File: config.mk
export PLATFORM = sky130hd
export DESIGN_NAME = loc_arb
export DESIGN_NICKNAME = d
export VERILOG_FILES = /design/src/rtl/loc_arb_pkg.sv /design/src/rtl/loc_arb_decode.sv /design/src/rtl/loc_arb_pending.sv /design/src/rtl/loc_arb_owner.sv /design/src/rtl/loc_arb.sv
export SDC_FILE = /design/constraint.sdc
export NUM_CORES = 1
export LEC_CHECK = 0
export BUFFER_PORTS_ARGS = -buffer_cell sky130_fd_sc_hd__buf_2
export CAP_MARGIN = 20
export CORE_ASPECT_RATIO = 0.9
export CORE_MARGIN = 2
export CORE_UTILIZATION = 41
export CTS_CLUSTER_SIZE = 28
export DETAILED_ROUTE_END_ITERATION = 8
export HOLD_SLACK_MARGIN = 0.15
export PLACE_DENSITY = 0.84
export SYNTH_ARGS = -nofsm -noshare
export SYNTH_HDL_FRONTEND = slang
export SYNTH_SLANG_ARGS = --single-unit
File: constraint.sdc
create_clock -name clk -period 1.6 [get_ports clk]
set_input_delay 0.32 -clock clk [delete_from_list [all_inputs] [get_ports clk]]
set_output_delay 0.32 -clock clk [all_outputs]
set_load 0.01 [all_outputs]
File: src/rtl/loc_arb_pkg.sv
package loc_arb_pkg;
  // Bit positions inside each locality's access register.
  localparam int ACC_VALID_BIT  = 7;
  localparam int ACC_ACTIVE_BIT = 5;
  localparam int ACC_WAIT_BIT   = 2;
  localparam int ACC_ASK_BIT    = 1;
endpackage

File: src/rtl/loc_arb_decode.sv
module loc_arb_decode #(
  parameter int NUM_LOC = 5,
  parameter int LOC_W   = 3,
  parameter int LOC_LSB = 12,
  localparam int ADDR_W = LOC_LSB + LOC_W
) (
  input  logic [ADDR_W-1:0] addr,
  output logic [LOC_W-1:0]  loc,
  output logic              loc_ok,
  output logic              is_access,
  output logic [NUM_LOC-1:0] loc_sel
);
  assign loc       = addr[ADDR_W-1:LOC_LSB];
  assign loc_ok    = int'(loc) < NUM_LOC;
  assign is_access = (addr[LOC_LSB-1:0] == '0);

  for (genvar g = 0; g < NUM_LOC; g++) begin : g_sel
    assign loc_sel[g] = (loc == LOC_W'(g));
  end
endmodule

File: src/rtl/loc_arb_pending.sv
module loc_arb_pending #(
  parameter int NUM_LOC = 5
) (
  input  logic               clk,
  input  logic               rst_n,
  input  logic [NUM_LOC-1:0] set_vec,
  input  logic [NUM_LOC-1:0] clr_vec,
  output logic [NUM_LOC-1:0] pend
);
  for (genvar g = 0; g < NUM_LOC; g++) begin : g_flag
    always_ff @(posedge clk or negedge rst_n) begin
      if (!rst_n)          pend[g] <= 1'b0;
      else if (clr_vec[g]) pend[g] <= 1'b0;  // grant wins over a same-cycle request
      else if (set_vec[g]) pend[g] <= 1'b1;
    end
  end
endmodule

File: src/rtl/loc_arb_owner.sv
module loc_arb_owner #(
  parameter int NUM_LOC = 5,
  parameter int LOC_W   = 3
) (
  input  logic               clk,
  input  logic               rst_n,
  input  logic [NUM_LOC-1:0] pend,
  input  logic               ready,
  input  logic               release_req,
  output logic [LOC_W-1:0]   owner,
  output logic               valid,
  output logic               change,
  output logic [NUM_LOC-1:0] grant_vec
);
  logic [LOC_W-1:0] pick;
  logic             any;
  logic             grant;

  // Highest-numbered pending locality wins: later loop passes overwrite.
  always_comb begin
    pick = '0;
    any  = 1'b0;
    for (int i = 0; i < NUM_LOC; i++) begin
      if (pend[i]) begin
        pick = LOC_W'(i);
        any  = 1'b1;
      end
    end
  end

  assign grant = !valid && ready && any;

  for (genvar g = 0; g < NUM_LOC; g++) begin : g_gnt
    assign grant_vec[g] = grant && (pick == LOC_W'(g));
  end

  always_ff @(posedge clk or negedge rst_n) begin
    if (!rst_n) begin
      owner  <= '0;
      valid  <= 1'b0;
      change <= 1'b0;
    end else begin
      change <= grant || (valid && release_req);
      if (grant) begin
        owner <= pick;
        valid <= 1'b1;
      end else if (release_req) begin
        valid <= 1'b0;
      end
    end
  end
endmodule

File: src/rtl/loc_arb.sv
module loc_arb #(
  parameter int NUM_LOC = 5,
  parameter int LOC_W   = 3,
  parameter int LOC_LSB = 12,
  localparam int ADDR_W = LOC_LSB + LOC_W
) (
  input  logic              clk,
  input  logic              rst_n,
  input  logic              init_done,
  input  logic [ADDR_W-1:0] reg_addr,
  input  logic              reg_wr_en,
  input  logic [7:0]        reg_wdata,
  output logic [7:0]        reg_rdata,
  output logic [LOC_W-1:0]  owner_loc,
  output logic              owner_valid,
  output logic              loc_change,
  output logic              wr_allow
);
  import loc_arb_pkg::*;

  logic [LOC_W-1:0]   loc;
  logic               loc_ok;
  logic               is_access;
  logic [NUM_LOC-1:0] loc_sel;
  logic [NUM_LOC-1:0] pend;
  logic [NUM_LOC-1:0] ask_vec;
  logic [NUM_LOC-1:0] grant_vec;
  logic               init_q;
  logic               acc_wr;
  logic               is_owner;
  logic               rel;

  loc_arb_decode #(.NUM_LOC(NUM_LOC), .LOC_W(LOC_W), .LOC_LSB(LOC_LSB)) u_dec (
    .addr      (reg_addr),
    .loc       (loc),
    .loc_ok    (loc_ok),
    .is_access (is_access),
    .loc_sel   (loc_sel)
  );

  always_ff @(posedge clk or negedge rst_n) begin
    if (!rst_n) init_q <= 1'b0;
    else        init_q <= init_q | init_done;
  end

  assign acc_wr   = reg_wr_en && loc_ok && is_access;
  assign is_owner = owner_valid && (owner_loc == loc);
  assign rel      = acc_wr && reg_wdata[ACC_ACTIVE_BIT] && is_owner;

  for (genvar g = 0; g < NUM_LOC; g++) begin : g_ask
    assign ask_vec[g] = acc_wr && reg_wdata[ACC_ASK_BIT] && !is_owner && loc_sel[g];
  end

  loc_arb_pending #(.NUM_LOC(NUM_LOC)) u_pend (
    .clk     (clk),
    .rst_n   (rst_n),
    .set_vec (ask_vec),
    .clr_vec (grant_vec),
    .pend    (pend)
  );

  loc_arb_owner #(.NUM_LOC(NUM_LOC), .LOC_W(LOC_W)) u_own (
    .clk         (clk),
    .rst_n       (rst_n),
    .pend        (pend),
    .ready       (init_q),
    .release_req (rel),
    .owner       (owner_loc),
    .valid       (owner_valid),
    .change      (loc_change),
    .grant_vec   (grant_vec)
  );

  always_comb begin
    reg_rdata = '0;
    if (loc_ok && is_access) begin
      reg_rdata[ACC_VALID_BIT]  = init_q;
      reg_rdata[ACC_ACTIVE_BIT] = is_owner;
      reg_rdata[ACC_WAIT_BIT]   = |(pend & ~loc_sel);
    end
  end

  assign wr_allow = reg_wr_en && loc_ok && !is_access && is_owner;
endmodule

== After elaboration in Yosys (flattened, before gate mapping) ==
Index checks and enable logic that the tools add are counted.
Widths: inputs -> output; s select.

* Register bits: 11
* Bits of input ports: 27
* Logic and storage cells: 83

* Order comparisons: 1
* Eq/ne operators: 9
* Mux-type cells: 24
* Bitwise logic cells: 3
* Reductions and logical operators: 37

{| class="wikitable"
|+ Operators by type and width
! cell !! count
|-
| $logic_and 1x1->1 || 23
|-
| $mux 1 || 21
|-
| $eq 3x2->1 const B || 4
|-
| $logic_not 12->1 || 1
|-
| $reduce_bool 2->1 || 6
|-
| $eq 3x1->1 const B || 2
|-
| $eq 3x3->1 const B || 2
|-
| $logic_not 3->1 || 2
|-
| $and 5x5->5 || 1
|-
| $not 5->5 || 1
|-
| $reduce_or 5->1 || 1
|-
| $mux 2 || 2
|-
| $eq 3x3->1 || 1
|-
| $logic_not 1->1 || 3
|-
| $lt 3x3->1 const B || 1
|-
| $mux 3 || 1
|-
| $logic_or 1x1->1 || 1
|-
| $or 1x1->1 || 1
|}

== Logic depth before layout (Yosys ltp) ==
Gate-level depths: netlist of run 1.

* Depth after elaboration: 8
* Mapped depth: 5
* Gate-level depth less buffers: 4

== Modules after synthesis ==
A second synthesis of run 1 with hierarchy kept.

* Cells, all modules: 83
* Area total of the unflattened synthesis: 760.7 sq um

{| class="wikitable"
|+ By module, submodules not included
! module !! times used !! cells each !! area each (sq um)
|-
| loc_arb_owner || 1 || 27 || 266.5
|-
| loc_arb || 1 || 33 || 230.2
|-
| loc_arb_pending || 1 || 10 || 175.2
|-
| loc_arb_decode || 1 || 13 || 88.8
|}

== Least setup slack after synthesis of run 1 ==
OpenSTA, ideal clock, no wires.

* Path kind: input to output
* Start point: input port reg_addr[12]
* End point: output port reg_rdata[2]
* Data arrival time: 1.174 ns
* Setup slack: 0.106 ns
* Cell stages on the path: 5
* Path buffers: 1
* Path through: buf_2 or3b_1 a21o_1 o21ai_0 a21oi_1

* Longest elaborated chain between the ends: 5

{| class="wikitable"
|+ Ends and longest elaborated chain
! element !! line !! RTL
|-
| start: declaration || loc_arb.sv:10 || <nowiki>input logic [ADDR_W-1:0] reg_addr,</nowiki>
|-
| $eq 3x1->1 (tied with other cells) || loc_arb_decode.sv:18 || <nowiki>assign loc_sel[g] = (loc == LOC_W'(g));</nowiki>
|-
| $not 5->5 || loc_arb.sv:79 || <nowiki>reg_rdata[ACC_WAIT_BIT] = |(pend & ~loc_sel);</nowiki>
|-
| $and 5x5->5 || loc_arb.sv:79 ||
|-
| $reduce_or 5->1 || loc_arb.sv:79 ||
|-
| $mux 1 * || loc_arb.sv:76 || <nowiki>if (loc_ok && is_access) begin</nowiki>
|-
| end: declaration || loc_arb.sv:13 || <nowiki>output logic [7:0] reg_rdata,</nowiki>
|}

Every way passes the cells marked *; elsewhere a longest branch is shown, timed or not.

== Worst setup path in the final report of run 1 ==
* Start point: register u_own.owner[2]
* End point: output port wr_allow

* Longest elaborated chain between the ends: 3

{| class="wikitable"
|+ Ends and longest elaborated chain
! element !! line !! RTL
|-
| start: declaration || loc_arb_owner.sv:10 || <nowiki>output logic [LOC_W-1:0] owner,</nowiki>
|-
| start signal: assignment || loc_arb_owner.sv:45 || <nowiki>owner <= pick;</nowiki>
|-
| $eq 3x3->1 || loc_arb.sv:47 || <nowiki>assign is_owner = owner_valid && (owner_loc == loc);</nowiki>
|-
| $logic_and 1x1->1 || loc_arb.sv:47 ||
|-
| $logic_and 1x1->1 || loc_arb.sv:83 || <nowiki>assign wr_allow = reg_wr_en && loc_ok && !is_access && is_owner;</nowiki>
|-
| end: declaration || loc_arb.sv:17 || <nowiki>output logic wr_allow</nowiki>
|}

No other way between the ends.

==> results of run 1 <==
[cells in the mapped netlist]
cell,instances
dfrtp_1,11
nand2_1,10
o31ai_1,6
buf_4,5
o21ai_0,5
nor2_1,3
nor4_1,3
xnor2_1,3
a21o_1,2
a21oi_1,2
and3_1,2
inv_1,2
nand4_2,2
nor3_1,2
o21ai_1,2
or3_1,2
or3b_1,2
a211o_1,1
buf_2,1
conb_1,1
mux2_1,1
mux2i_1,1
nand2b_1,1
nand3_1,1
nand3b_1,1
o32a_1,1
or2_2,1
or3b_4,1
[power by group through the flow]
stage | clock network [mW] | logic (mW) | registers, mW
2_1_floorplan | 0 | 0.180 | 0.411
3_3_place_gp | 0 | 0.296 | 0.409
3_5_place_dp | 0 | 0.304 | 0.411
4_1_cts | 0.189 | 0.359 | 0.402
5_1_grt | 0.209 | 0.520 | 0.412
6_report | 0.192 | 0.478 | 0.408
[area by class of cell]
cell class / count / area [um^2]
tap: 22 / 27.5
clock buffer: 4 / 26.3
fill: 102 / 325
multi-input combinational: 60 / 465
sequential: 11 / 278
timing repair buffer: 51 / 367
inverter: 2 / 7.51
[kinds of logic after synthesis]
kind of cell / count (synthesis) / synth area share
AND/OR/NAND/NOR: 31 / 0.266
flip-flops: 11 / 0.404
multiplexers: 2 / 0.0312
AO/OA/AOI/OAI: 19 / 0.182
buffers and inverters: 8 / 0.0734
XOR/XNOR: 3 / 0.0385
other: 1 / 0.00550
[sequential cells by signal (all words and copies together) (netlist names)]
signal and cells:
u_pend.pend 5, u_own.owner 3, u_own.valid 1, u_own.change 1
init_q 1
[through the flow]
stage,setup slack (ps),utilization,std cells,cell area [um^2]
2_1_floorplan,106,-,79,697
3_5_place_dp,-32.4,0.603,134,902
5_1_grt,-102,0.783,150,1170
3_3_place_gp,-29.7,0.603,134,902
6_report,-53.9,0.783,150,1170
4_1_cts,-55.2,0.653,143,977
[worst min-delay path by stage]
stage | start | to
floorplan | rst_n | init_q$_DFF_PN0_
global placement | rst_n | u_pend.pend[3]$_DFFE_PN0P_
detailed placement | rst_n | u_pend.pend[1]$_DFFE_PN0P_
CTS | init_done | init_q$_DFF_PN0_
global route | init_done | init_q$_DFF_PN0_
finish | init_done | init_q$_DFF_PN0_
[worst max-delay path: stages (launching register included)]
cell	delay (ps)
dfrtp_1	410
xnor2_1	180
nand4_2	170
nor3_2	140
buf_2	150
[repair_timing]
item,4_1_cts,5_1_grt
pin swaps,5,6
buffers inserted,4,7
endpoints found under the setup margin,3,7
endpoints found under the hold margin,11,0
gates resized for setup,5,25
hold buffers,1,0
[metal layers]
layer / track usage / share of wire / vias up
li1: - / - / 372
met1: 0.266 / 0.39 / 370
met2: 0.271 / 0.50 / 59
met3: 0.0383 / 0.074 / 15
met4: 0.0833 / 0.040 / 0
met5: 0 / 0 / -
==> reports/metrics.csv, run 1 <==
metric,value,unit
layout_common_cells,"buf_2 (21), buf_4 (20), nand2_1 (10)",
syn_area,682,um^2
io_pins,41,
rsz0062_at_grt,true,
antenna_cells,0,
synth_top_area_frac,0.404,
first_global_vias,640,
crit_arrival,1330,ps
seqPwrFrac,0.378,
fin_crit_sh,1.03,
clock_skew,5.10,ps
cp-endpoint,wr_allow,
switching_share,0.351,
die_h,42.7,um
initial_utilization,0.456,
via_per_inst,5.44,
place.port_buffers,29,
totalPowerFinal,1.08,mW
crit_path_start_kind,register,
syn_inst,75,
wl,2220,um
setup_tns,-167,ps
switchingPower,0.379,mW
power_density,921,mW/mm^2
clkPwrFrac,0.178,
grt_pass1_wl,2730,um
synthTopCellsByArea,"dfrtp_1 (40%), o31ai_1 (6.6%), buf_4 (5.5%)",
slew_viol_final,0,
numCtsBuffers,3,
critical_path.max_fanout,4,
layout-drive-gt1-share,0.563,
wl_per_cell,14.8,um
peakVddDrop,459,uV
die_area,0.00201,mm^2
antenna_found_initial,0,
die_w,47.0,um
cts-root-buf,clkbuf_4,
fin_hold_ws,233,ps
layout.nets,156,
drt_first_pass_iters,4,
h-tree-depth,1,
crit_start,u_own.owner[2]$_DFFE_PN0P_,
critPathRequiredTime,1280,ps
setup_violations,5,
hold_viol_final,0,
drc_errors,0,
cts_tree,yes,
hpwl,1290,um
combinationalPowerShare,0.443,
max-clock-path-buffers,2,
fp.coreArea,0.00150,mm^2
detail-route-antenna-nets,0,
max_freq,605,MHz
fin_crit,1650,ps
min_path_type,in -> reg,
rows,13,
r2r_start,u_own.owner[2]$_DFFE_PN0P_,
intPower,0.699,mW
grtUsageTotal,0.188,
ys_types,28,
yosysWarningCount,0,
gp_congestion,0.756,
crit_type,reg -> out,
drt_iter0_markers,19,
grt_max_degree,12,
gr-total-overflow,0,
cts.clk_slew.worst_paths,70,ps
final_common_cell,buf_2,
violations,negative setup slack,
worst-r2r-setup-slack,-40,ps
worst_slack,-53.9,ps
yosysTopAreaCell,dfrtp_1,
syn_to_final_growth,71.7,%
ys_seq_area_frac,0.404,
whs_path_depth,2,
outcome,"finished, violations left",
insertion_delay,280,ps
ys_ff_latch,11,
r2r-end,u_own.valid$_DFFE_PN0P_,
synth_area_per_cell,9.09,um^2
end_kind,output port,
cts_sinks,11,
vias,816,
ff2ff_path_depth,6,
maxCapViolations,0,
power_leakage,0.551,nW
Note: power is estimated with default switching activity, not from simulation.
==> inputs of run 2 (changes only) <==
--- a/config.mk
+++ b/config.mk
@@ -6,14 +6,14 @@
 export NUM_CORES = 1
 export LEC_CHECK = 0
 export BUFFER_PORTS_ARGS = -buffer_cell sky130_fd_sc_hd__buf_2
-export CAP_MARGIN = 20
 export CORE_ASPECT_RATIO = 0.9
 export CORE_MARGIN = 2
-export CORE_UTILIZATION = 41
+export CORE_UTILIZATION = 43
 export CTS_CLUSTER_SIZE = 28
 export DETAILED_ROUTE_END_ITERATION = 8
 export HOLD_SLACK_MARGIN = 0.15
-export PLACE_DENSITY = 0.84
+export PLACE_DENSITY = 0.85
 export SYNTH_ARGS = -nofsm -noshare
 export SYNTH_HDL_FRONTEND = slang
+export SYNTH_HIERARCHICAL = 1
 export SYNTH_SLANG_ARGS = --single-unit
==> run 2 against run 1 <==
Against the previous run: the run still ends with negative setup slack left; hold slack improved by 14 ps; sequential share of layout area decreased by 1.2 points; total power decreased by 46%; combinational power decreased by 76%; final cell count increased by 3.3%; setup slack got worse by 50 ps; via count decreased by 0.37%; synthesized area increased by 12%; sequential power decreased by 32%; die area increased by 5.8%; first-iteration DRC count increased by 100%; design area increased by 4.6%; critical path type unchanged; critical endpoint unchanged; highest routed layer unchanged.
==> reports/metrics.csv, run 2 <==
metric,value,unit,change
outcome,"finished, violations left",,
violations,negative setup slack,,
initial_utilization,0.457,,+0.00146
rows,14,,+1
worst_slack,-104,ps,-50.4 ps
critPathRequiredTime,1280,ps,about the same
syn_inst,83,,+11%
gr-max-usage-layer,met2,,
h-tree-depth,1,,unchanged
crit_type,reg -> out,,
largest_register_ffs,5,,unchanged
numCtsBuffers,3,,unchanged
cts_tree,yes,,
layout-drive-gt1-share,0.519,,-0.0434
crit_arrival,1380,ps,+50 ps
cts.clk_slew.worst_paths,70,ps,about the same
layout_common_cells,"buf_2 (21), buf_4 (19), dfrtp_1 (11)",,
top_regs,"u_pend/pend (5), u_own/owner (3)",,
via_per_inst,5.25,,-3.6%
power_leakage,0.602,nW,+9.1%
layout.nets,159,,+1.9%
cts-root-buf,clkbuf_4,,
io_pins,41,,unchanged
syn_area,761,um^2,+12%
use_met2,0.372,,+0.101
peakVddDrop,486,uV,+5.8%
gr-total-overflow,0,,unchanged
hpwl,1440,um,+12%
yosys-top-cells-count,"dfrtp_1 (11), buf_4 (8), and2_1 (6), inv_1 (6)",,
whs_path_depth,2,,unchanged
power_density,478,mW/mm^2,-48%
cts_sinks,11,,unchanged
fin_crit,1700,ps,+50.4 ps
top_register,u_pend/pend,,
max_freq,587,MHz,-3.0%
drc_errors,0,,unchanged
fp.coreArea,0.00166,mm^2,+11%
first_global_vias,730,,+14%
end_kind,output port,,
placed_area,973,um^2,+7.9%
vias,813,,-0.37%
syn_to_final_growth,61.0,%,
synth_top_area_frac,0.362,,-0.0418
fin_crit_sh,1.07,,+0.0315
ys_seq_area_frac,0.362,,-0.0418
synth_area_per_cell,9.17,um^2,+0.81%
synth.most_common_cell,dfrtp_1,,
rsz0062_at_grt,true,,
synthTopCellsByArea,"dfrtp_1 (36%), buf_4 (7.9%), o21ba_1 (6.6%)",,
clock_skew,2.85,ps,-2.25 ps
fin_hold_ws,246,ps,+13.5 ps
yosysTopAreaCell,dfrtp_1,,
yosysWarningCount,6,,+6
grtUsageTotal,0.204,,+0.0161
critical_path.max_fanout,3,,-1
drt_first_pass_iters,4,,unchanged
ys_ff_latch,11,,unchanged
maxCapViolations,0,,unchanged
synthFlopType,dfrtp_1,,
min_path_type,in -> reg,,
drt_iter0_markers,38,,+19
detail-route-antenna-nets,0,,unchanged
crit_path_start_kind,register,,
globalRouteMet1Util,0.228,,-0.0379
setup_tns,-221,ps,-53.9 ps
grt_max_degree,12,,unchanged
setup_violations,3,,-2
place.port_buffers,29,,unchanged
die_h,43.9,um,+2.8%
insertion_delay,270,ps,about the same
slew_viol_final,0,,unchanged
wl_per_cell,15.5,um,+4.7%
max-clock-path-buffers,2,,unchanged
final_common_cell,buf_2,,
ys_types,32,,+14%
die_w,48.3,um,+2.9%
ff2ff_path_depth,7,,+1
antenna_found_initial,0,,unchanged
globalRouteMet3Util,0.0379,,-0.000367
final_area,0.00122,mm^2,+4.6%
instances_no_fill,155,,+3.3%
grt_pass1_wl,3220,um,+18%
die_area,0.00212,mm^2,+5.8%
antenna_cells,0,,unchanged
placed_cells,143,,+6.7%
hold_viol_final,0,,unchanged
synthArstFlopShare,1.00,,unchanged
gp_congestion,0.809,,+6.9%
wl,2410,um,+8.2%
synth_edf_count,0,,unchanged
[run 2: worst max-delay path, cell delays in order (launching register included)]
cell	delay, ps
dfrtp_1	440
xnor2_2	180
nand4_1	190
nor3_2	150
buf_2	150
[run 2: path summary, 6_finish.rpt]
kind                                         endpoint  slack, ps                        from
max in group asynchronous            init_q$_DFF_PN0_        950                       rst_n
setup / recovery                             wr_allow       -100  u_own/owner[0]$_DFFE_PN0P_
hold reg to reg                      init_q$_DFF_PN0_        520            init_q$_DFF_PN0_
setup reg to reg               u_own/change$_DFF_PN0_        130  u_own/owner[0]$_DFFE_PN0P_
hold / removal                       init_q$_DFF_PN0_        250                   init_done
min in group asynchronous  u_pend/pend[2]$_DFFE_PN0P_        440                       rst_n
[run 2: kinds of logic after synthesis]
family                    count (synthesis)  share of synthesized area
and+or+nand+nor                          38                      0.306
AOI/OAI and AO/OA                        16                      0.184
buffers and inverters                    14                      0.109
DFF                                      11                      0.362
xor gates and xnor gates                  3                     0.0345
other                                     1                    0.00493
[run 2: power by group]
group / total (mW) / internal (mW) / switching [mW]
sequential: 0.278 / 0.278 / 0.0000870
combinational: 0.117 / 0.0609 / 0.0564
clock: 0.191 / 0.0967 / 0.0941
[run 2: layout make-up]
type | instances | area (um^2)
Clock buffer | 4 | 26.3
Tap cell | 24 | 30.0
Fill cell | 125 | 439
Multi-Input combinational cell | 62 | 531
Timing Repair Buffer | 48 | 340
Sequential cell | 11 | 275
Inverter | 6 | 22.5
[run 2: through the flow]
step / worst slack [ps] / utilization / power, mW
finish: -104 / 0.736 / 0.586
global route: -207 / 0.736 / 0.605
CTS: -46.6 / 0.668 / 0.557
detailed placement: -88.4 / 0.585 / 0.358
global placement: -54.9 / 0.585 / 0.355
floorplan: 157 / - / 0.320
[run 2: metal layers]
layer,up-vias,part of all wire
li1,379,-
met1,396,0.39
met2,33,0.56
met3,5,0.039
met4,0,0.018
met5,-,0
[run 2: repair_timing]
item,4_1_cts,5_1_grt
setup endpoints to repair,3,10
gates resized for setup,11,18
setup buffers,6,1
hold endpoints to repair,11,0
hold buffers,1,0
pin swaps,6,13
